--- src/rtl/hp_pkg.sv ---
package hp_pkg;
  localparam int unsigned WIN_DW = 32;
  localparam int unsigned WIN_AW = 4;

  typedef enum logic [1:0] {
    RG_UP    = 2'd0,
    RG_DOWN  = 2'd1,
    RG_EJECT = 2'd2,
    RG_REMOV = 2'd3
  } hp_reg_e;
endpackage

--- src/rtl/hp_lowbit.sv ---
module hp_lowbit #(
  parameter int unsigned W  = 32,
  localparam int unsigned IW = $clog2(W)
) (
  input  logic [W-1:0]  vec,
  output logic          any,
  output logic [IW-1:0] idx
);
  always_comb begin
    any = 1'b0;
    idx = '0;
    for (int i = W - 1; i >= 0; i--) begin
      if (vec[i]) begin
        any = 1'b1;
        idx = IW'(i);
      end
    end
  end
endmodule

--- src/rtl/hp_read_mux.sv ---
module hp_read_mux
  import hp_pkg::*;
#(
  parameter int unsigned NSLOT = 32
) (
  input  logic              rd_ok,
  input  hp_reg_e           sel,
  input  logic [NSLOT-1:0]  present,
  input  logic [NSLOT-1:0]  removable,
  input  logic [NSLOT-1:0]  pending,
  output logic [WIN_DW-1:0] rdata
);
  always_comb begin
    rdata = '0;
    if (rd_ok) begin
      unique case (sel)
        RG_UP:    rdata = WIN_DW'(present & removable);
        RG_DOWN:  rdata = WIN_DW'(pending);
        RG_EJECT: rdata = '0;
        RG_REMOV: rdata = WIN_DW'(removable);
      endcase
    end
  end
endmodule

--- src/rtl/hp_slot_state.sv ---
module hp_slot_state #(
  parameter int unsigned NSLOT = 32,
  localparam int unsigned SW   = $clog2(NSLOT)
) (
  input  logic             clk,
  input  logic             rst_n,
  input  logic             init,
  input  logic             ej_fire,
  input  logic [SW-1:0]    ej_slot,
  input  logic             evt_valid,
  input  logic             evt_insert,
  input  logic             evt_cold,
  input  logic [SW-1:0]    evt_slot,
  input  logic [NSLOT-1:0] boot_present,
  input  logic [NSLOT-1:0] fixed_slots,
  output logic [NSLOT-1:0] present_q,
  output logic [NSLOT-1:0] removable_q,
  output logic [NSLOT-1:0] pending_q,
  output logic             gpe_q,
  output logic             ej_stb_q,
  output logic [SW-1:0]    ej_slot_q
);
  logic [NSLOT-1:0] present_d, removable_d, pending_d;
  logic             mask_en, gpe_d, ej_stb_d, slot_en;

  assign mask_en  = init | ej_fire | evt_valid;
  assign gpe_d    = ~init & evt_valid & ~(evt_insert & evt_cold);
  assign ej_stb_d = ~init & ej_fire;
  assign slot_en  = ej_stb_d;

  always_comb begin
    present_d   = present_q;
    removable_d = removable_q;
    pending_d   = pending_q;
    if (init) begin
      present_d   = boot_present;
      removable_d = ~fixed_slots;
      pending_d   = '0;
    end else begin
      if (ej_fire) begin
        pending_d[ej_slot] = 1'b0;
        if (removable_q[ej_slot]) present_d[ej_slot] = 1'b0;
      end
      if (evt_valid) begin
        if (evt_insert) present_d[evt_slot] = 1'b1;
        else            pending_d[evt_slot] = 1'b1;
      end
    end
  end

  always_ff @(posedge clk or negedge rst_n) begin
    if (!rst_n) begin
      present_q   <= '0;
      removable_q <= '0;
      pending_q   <= '0;
      gpe_q       <= 1'b0;
      ej_stb_q    <= 1'b0;
      ej_slot_q   <= '0;
    end else begin
      gpe_q    <= gpe_d;
      ej_stb_q <= ej_stb_d;
      if (slot_en) ej_slot_q <= ej_slot;
      if (mask_en) begin
        present_q   <= present_d;
        removable_q <= removable_d;
        pending_q   <= pending_d;
      end
    end
  end
endmodule

--- src/rtl/hp_slot_window.sv ---
module hp_slot_window
  import hp_pkg::*;
#(
  parameter int unsigned NSLOT = 32,
  localparam int unsigned SW   = $clog2(NSLOT)
) (
  input  logic              clk,
  input  logic              rst_n,
  input  logic              reg_sel,
  input  logic              reg_we,
  input  logic [WIN_AW-1:0] reg_addr,
  input  logic [3:0]        reg_be,
  input  logic [WIN_DW-1:0] reg_wdata,
  output logic [WIN_DW-1:0] reg_rdata,
  input  logic              evt_valid,
  input  logic              evt_insert,
  input  logic              evt_cold,
  input  logic [SW-1:0]     evt_slot,
  input  logic [NSLOT-1:0]  boot_present,
  input  logic [NSLOT-1:0]  fixed_slots,
  output logic              gpe_pulse,
  output logic              eject_stb,
  output logic [SW-1:0]     eject_slot
);
  logic             init_q;
  logic             acc_ok, rd_ok, ej_wr, ej_any, ej_fire;
  logic [SW-1:0]    ej_idx;
  hp_reg_e          rsel;
  logic [NSLOT-1:0] present, removable, pending;

  always_ff @(posedge clk or negedge rst_n) begin
    if (!rst_n) init_q <= 1'b1;
    else        init_q <= 1'b0;
  end

  assign acc_ok  = reg_sel & (reg_be == 4'hF) & (reg_addr[1:0] == 2'b00);
  assign rsel    = hp_reg_e'(reg_addr[3:2]);
  assign rd_ok   = acc_ok & ~reg_we;
  assign ej_wr   = acc_ok & reg_we & (rsel == RG_EJECT);
  assign ej_fire = ej_wr & ej_any;

  hp_lowbit #(.W(NSLOT)) u_lowbit (
    .vec (reg_wdata[NSLOT-1:0]),
    .any (ej_any),
    .idx (ej_idx)
  );

  hp_slot_state #(.NSLOT(NSLOT)) u_state (
    .clk          (clk),
    .rst_n        (rst_n),
    .init         (init_q),
    .ej_fire      (ej_fire),
    .ej_slot      (ej_idx),
    .evt_valid    (evt_valid),
    .evt_insert   (evt_insert),
    .evt_cold     (evt_cold),
    .evt_slot     (evt_slot),
    .boot_present (boot_present),
    .fixed_slots  (fixed_slots),
    .present_q    (present),
    .removable_q  (removable),
    .pending_q    (pending),
    .gpe_q        (gpe_pulse),
    .ej_stb_q     (eject_stb),
    .ej_slot_q    (eject_slot)
  );

  hp_read_mux #(.NSLOT(NSLOT)) u_rmux (
    .rd_ok     (rd_ok),
    .sel       (rsel),
    .present   (present),
    .removable (removable),
    .pending   (pending),
    .rdata     (reg_rdata)
  );
endmodule

--- config.mk ---
export PLATFORM = sky130hd
export DESIGN_NAME = hp_slot_window
export DESIGN_NICKNAME = d
export VERILOG_FILES = /design/src/rtl/hp_pkg.sv /design/src/rtl/hp_lowbit.sv /design/src/rtl/hp_read_mux.sv /design/src/rtl/hp_slot_state.sv /design/src/rtl/hp_slot_window.sv
export SDC_FILE = /design/constraint.sdc
export NUM_CORES = 1
export LEC_CHECK = 0
export ABC_CLOCK_PERIOD_IN_PS = 5100
export BUFFER_PORTS_ARGS = -buffer_cell sky130_fd_sc_hd__clkbuf_2
export CAP_MARGIN = 30
export CELL_PAD_IN_SITES_DETAIL_PLACEMENT = 0
export CELL_PAD_IN_SITES_GLOBAL_PLACEMENT = 1
export CORE_ASPECT_RATIO = 0.9
export CORE_MARGIN = 3
export CORE_UTILIZATION = 44
export DETAILED_ROUTE_END_ITERATION = 10
export PLACE_DENSITY_LB_ADDON = 0.1
export REMOVE_ABC_BUFFERS = 1
export SLEW_MARGIN = 20
export SYNTH_ARGS = -nofsm -noshare
export SYNTH_HDL_FRONTEND = slang
export SYNTH_HIERARCHICAL = 1
export SYNTH_SLANG_ARGS = --single-unit
export TNS_END_PERCENT = 1
--- constraint.sdc ---
create_clock -name clk -period 5.1 [get_ports clk]
set_clock_uncertainty 0.1 [all_clocks]
set_input_delay 0.51 -clock clk [delete_from_list [all_inputs] [get_ports clk]]
set_output_delay 0.51 -clock clk [all_outputs]
set_load 0.01 [all_outputs]
# == Word-level counts from Yosys, hierarchy flattened ==
# Index checks and enable logic that the tools add are counted.
# classes
reduce_logical,5
order_cmp,4
bitwise_logic,22
n_eq_ne,4
muxes,83
# ops
cell,n
32-bit two-way mux,12
5-bit two-way mux,32
32-bit one-hot mux with 4 select lines,1
32-bit bitwise AND,3
32-bit inverter,2
32-bit bitwise OR,2
1-bit two-way mux,35
"5-bit by 6-bit less-than comparator with 1-bit output, second input constant",2
1-bit bitwise AND,10
1-bit demux with 5-bit select,2
"5-bit by 1-bit >= comparator with 1-bit output, second input constant",2
1-bit binary-select mux with 5-bit select,1
"2-bit == test, second input constant",2
"4-bit == test, second input constant",1
2-bit zero test,2
1-bit inverter,3
"2-bit by 1-bit == test with 1-bit output, second input constant",1
1-bit logical AND,2
1-bit bitwise OR,2
2-bit AND reduction,1
# word_totals
inputBits,116
regBits,104
out_inout_bits,39

# == Depth between registers and ports, before layout ==
# logic_depth
word_depth,45
depth_mapped,13
depth_no_buf,11

# == Modules after synthesis ==
# The synthesis kept the hierarchy.
# modules_own_cells
module,instances,cells_each,seq_area_each_um2,area_per_inst_um2
hp_slot_state,1,533,2577.5,5129.9
hp_read_mux,1,146,0.0,1184.9
hp_lowbit,1,65,0.0,370.4
hp_slot_window,1,7,26.3,65.1

# == Worst setup path after synthesis ==
# OpenSTA, ideal clock, no wires.
# synth_timing
kind,input port to flip-flop
from,input reg_wdata[28]
to,register u_state.present_q[28]
path_stages,11
slack_ns,1.825
t_required_ns,4.914
arrival_time_ns,3.089
cell_sequence,nor3b_1 nor3_1 o31ai_1 o2111ai_1 a221oi_1 buf_6 mux4_2 a222oi_1 buf_6 a31oi_2 o221ai_2
# synth_via
elab_chain_len,42
word_cells_on_any_way,77
cone_classes,order compare (2); mux (68); bitwise (6); reduce/logical (1)
# synth_rtl
element,line,rtl
"start, declared",hp_slot_window.sv:13,"input logic [WIN_DW-1:0] reg_wdata,"
5-bit two-way mux (*) (29 in series),hp_lowbit.sv:13,if (vec[i]) begin
named net ej_idx[0],hp_slot_window.sv:27,logic [SW-1:0] ej_idx;
5-bit by 6-bit less-than comparator with 1-bit output (implied by the code) / 5-bit by 1-bit >= comparator with 1-bit output (equally long branches),hp_slot_state.sv:42,if (removable_q[ej_slot]) present_d[ej_slot] = 1'b0;
1-bit logical AND (implied by the code),hp_slot_state.sv:42,
1-bit two-way mux (implied by the code),hp_slot_state.sv:42,
1-bit demux with 5-bit select,--,
32-bit inverter (no line),--,
32-bit bitwise AND (no line),--,
32-bit two-way mux (*),hp_slot_state.sv:42,
32-bit two-way mux (*),hp_slot_state.sv:40,if (ej_fire) begin
32-bit two-way mux (*),hp_slot_state.sv:35,if (init) begin
32-bit bitwise OR (no line),--,
32-bit two-way mux,hp_slot_state.sv:45,if (evt_insert) present_d[evt_slot] = 1'b1;
32-bit two-way mux (*),hp_slot_state.sv:44,if (evt_valid) begin
32-bit two-way mux (*),hp_slot_state.sv:35,
"end signal, assigned",hp_slot_state.sv:64,present_q <= present_d;
"end, declared",hp_slot_state.sv:16,"output logic [NSLOT-1:0] present_q,"
# Mark *: on every way through the listed nets, which the timed path passes. The rest lies on a longest branch. The select of a mux whose other input is x is not followed.
# A chain may end at the register's enable or synchronous reset.

# == Final worst setup path ==
# layout_timing
from,input reg_addr[0]
to,output reg_rdata[6]
# layout_via
elab_chain_len,4
# layout_rtl
element,line,rtl
"start, declared",hp_slot_window.sv:11,"input logic [WIN_AW-1:0] reg_addr,"
2-bit zero test,hp_slot_window.sv:36,assign acc_ok = reg_sel & (reg_be == 4'hF) & (reg_addr[1:0] == 2'b00);
1-bit bitwise AND,hp_slot_window.sv:36,
1-bit bitwise AND,hp_slot_window.sv:38,assign rd_ok = acc_ok & ~reg_we;
named net rd_ok,hp_slot_window.sv:26,"logic acc_ok, rd_ok, ej_wr, ej_any, ej_fire;"
32-bit two-way mux,hp_read_mux.sv:15,if (rd_ok) begin
"end, declared",hp_slot_window.sv:14,"output logic [WIN_DW-1:0] reg_rdata,"
# The timed path passes the listed nets, and every way through them passes these cells.

==> impl_metrics.yaml <==
logic_synthesis:
  synth_ff_type: "dfrtp_1"
  syn_area_um2: 6750
  ys_types: 58
  synth_compound_area_frac: 0.277
  yosysSeqAreaShare: 0.386
  synth-adder-area-share: 0
  synth_xor_area_frac: 0
  synth.avg_cell_area_um2: 8.99
  synth_top_family_by_area: "compound AO/OA/AOI/OAI gates"
  synthCells: 751
  ys_warn_count: 6
  synth_edf_count: 0
  async_reset_ff_frac: 1.00
  synthMuxAreaShare: 0.0777
  synth.ff_latch_count: 104
  synthSimpleGateAreaFrac: 0.189
layout:
  n_fill_cell: 1446
  stdcell_count: 1079
  drive_gt1_frac: 0.276
  syn_to_final_growth_pct: 17.9
  multiInputGateArea_um2: 3700
  final_cell_mix: "clkbuf_2 (153), nand2_1 (107), dfrtp_1 (103)"
  nets: 991
  layout_commonest_cell: "clkbuf_2"
  regArea_um2: 2610
clock_tree:
  ctsResizeCount: 0
  clk_latency_ns: 0.36
  htree_num_levels: 3
  clk_pin_slew_ns: 0.07
  numCtsBuffers: 9
  cts_tree: "yes"
  cts_buffer_depth: 2
  cts.sinks: 104
  cts_hold_buf: 0
  post_cts_buffers: 0
  cts-root-buf: "clkbuf_16"
drt:
  drc_errors: 0
  viasPerCell: 6.22
  first_iter_violations: 891
  dr.pass1.iters: 7
  wl_per_cell_um: 22.1
  routed_wl_um: 23800
  num_vias: 6711
  drtAntennaViolNets: 0
placed_design:
  io_buffer_count: 154
  dp.cells: 1062
  dp_hpwl_um: 15700
  gp_congestion: 0.874
global_routing:
  grt_usage: 0.283
  grt_overflow: 0
  grt_start_max_net_pins: 67
  grt_pass1_vias: 6419
  grt_antenna_before_repair: 1
  grt_pass1_wl_um: 36100
worst_setup_path:
  worstSetupStartpointType: "primary input"
  cp_slowest_stage_delay_ns: 0.52
  worstPathRequired_ns: 4.49
  cp.arrival_ns: 2.76
  worstPathCellList: "clkbuf_2, nand4bb_1, nor3_2, buf_4, nand2_1, buf_4, o32ai_2, clkbuf_2"
  cp_max_fo: 33
  endpoint_kind: "primary output"
  critical_path_buf_inv_count: 4
  crit_type: "in2out"
  cp_top_family: "buffers and inverters"
  worst_path_max_delay_cell: "nand2_1"
die:
  initial_core_util: 0.454
  die_w_um: 137
  rows: 42
  core_um2: 14900
  die_h_um: 124
  dieArea_um2: 16900
  io_pins: 155
sta:
  finalSetupViolations: 0
  slew_violations: 0
  hold_viol: 0
  worstMarginPinSlew_ns: 0.749
  period_needed_ns: 3.37
  maxSlewHeadroom: 0.499
  fin_crit_sh: 0.661
  rsz0062_at_grt: "false"
  finalSetupTns_ns: 0
  max_freq_mhz: 297
power:
  p_per_area_nw_per_um2: 253
  p_leak_nw: 3.47
  ir_worst_vdd_uv: 190
min_path:
  holdCritPathClass: "in2async"
status:
  status: "complete, no violations"
run:
  cap_violations: 0
per-layer routing:
metal	track usage	up-vias	share of wire
met3	0.0749	51	0.095
met1	0.386	3233	0.43
met5	0	-	0
met2	0.430	397	0.45
li1	-	3030	-
met4	0.108	0	0.028
cells in the mapped netlist (3+ instances only):
library cell / instances / area share
a222oi_1: 29 / 0.043
nand2_1: 107 / 0.060
buf_6: 9 / 0.015
mux2i_1: 43 / 0.064
nor3b_1: 7 / 0.0078
nand3_1: 14 / 0.010
and2_1: 6 / 0.0056
o2bb2ai_1: 26 / 0.034
clkbuf_1: 33 / 0.018
or3b_2: 4 / 0.0052
or3_1: 3 / 0.0028
a21oi_1: 42 / 0.031
and3_1: 3 / 0.0028
nand3b_1: 4 / 0.0044
a31oi_1: 30 / 0.028
o32ai_2: 30 / 0.072
dfrtp_1: 103 / 0.38
a22oi_1: 4 / 0.0044
nor3_1: 11 / 0.0082
nor2_1: 55 / 0.031
mux2_2: 4 / 0.0067
inv_1: 41 / 0.023
buf_2: 13 / 0.0096
nand2b_1: 3 / 0.0028
and3b_1: 4 / 0.0052
nor2b_1: 28 / 0.026
o21ai_0: 17 / 0.013
nor4_1: 5 / 0.0046
o21ai_1: 30 / 0.022
o221ai_1: 3 / 0.0039
a311oi_1: 3 / 0.0039
buf_1: 5 / 0.0028
worst register-to-register path: cells and delay by family (launching register included):
family / cells / cell delay [ns]
and+or+nand+nor: 3 / 1.02
buffers and inverters: 2 / 0.58
AOI/OAI and AO/OA: 1 / 0.39
DFF: 1 / 0.66
metrics by stage:
| stage | worst slack (ns) | cell area, um2 | total power, mW | hold slack (ns) | utilization |
|---|---|---|---|---|---|
| global placement | 1.59 | 7620 | 1.27 | 0.377 | 0.512 |
| finish | 1.73 | 7960 | 2.02 | 0.0758 | 0.535 |
| floorplan | -0.173 | 6430 | 1.11 | 0.114 | - |
| detailed placement | 1.48 | 7650 | 1.29 | 0.385 | 0.514 |
| global route | 1.55 | 7960 | 2.10 | 0.122 | 0.535 |
| CTS | 1.73 | 7960 | 2.02 | 0.102 | 0.535 |
power breakdown:
| group | internal, mW | switching, mW | total (mW) |
|---|---|---|---|
| logic | 0.129 | 0.203 | 0.332 |
| registers | 0.881 | 0.0648 | 0.946 |
| clock network | 0.408 | 0.330 | 0.739 |
| total | 1.42 | 0.598 | 2.02 |
cells by family (layout without fill, tap and decap cells):
family	Yosys count	after routing
AND/OR/NAND/NOR	264	264
buffers and inverters	102	231
multiplexers	49	49
AO/OA/AOI/OAI	231	231
other	1	2
flip-flops	104	104
registers in the layout (all words and copies together) (netlist names):
signal	count
u_state/pending_q	32
u_state/present_q	32
u_state/removable_q	32
u_state/ej_slot_q	5
init_q	1
u_state/ej_stb_q	1
u_state/gpe_q	1
layout make-up:
type | count | area share
Clock buffer | 12 | 0.0322
Timing Repair Buffer | 174 | 0.118
Tap cell | 198 | 0.0311
Sequential cell | 104 | 0.328
Clock inverter | 4 | 0.00660
Inverter | 41 | 0.0193
Antenna cell | 1 | 0.000314
Multi-Input combinational cell | 545 | 0.465
worst paths after layout:
| check | startpoint | endpoint | slack, ns | depth (start not counted) |
|---|---|---|---|---|
| worst min register to register | u_state/ej_slot_q[0] | u_state/ej_slot_q[0] | 0.40 | 2 |
| min in group clk | fixed_slots[23] | u_state/removable_q[23] | 0.21 | 2 |
| worst max-delay path | reg_addr[0] | reg_rdata[6] | 1.73 | 8 |
| worst min-delay path | rst_n | u_state/removable_q[8] | 0.08 | 1 |
| max in group asynchronous | rst_n | u_state/pending_q[29] | 3.63 | 2 |
| worst max register to register | init_q | u_state/pending_q[19] | 2.26 | 6 |
Note: power is estimated with default switching activity, not from simulation.
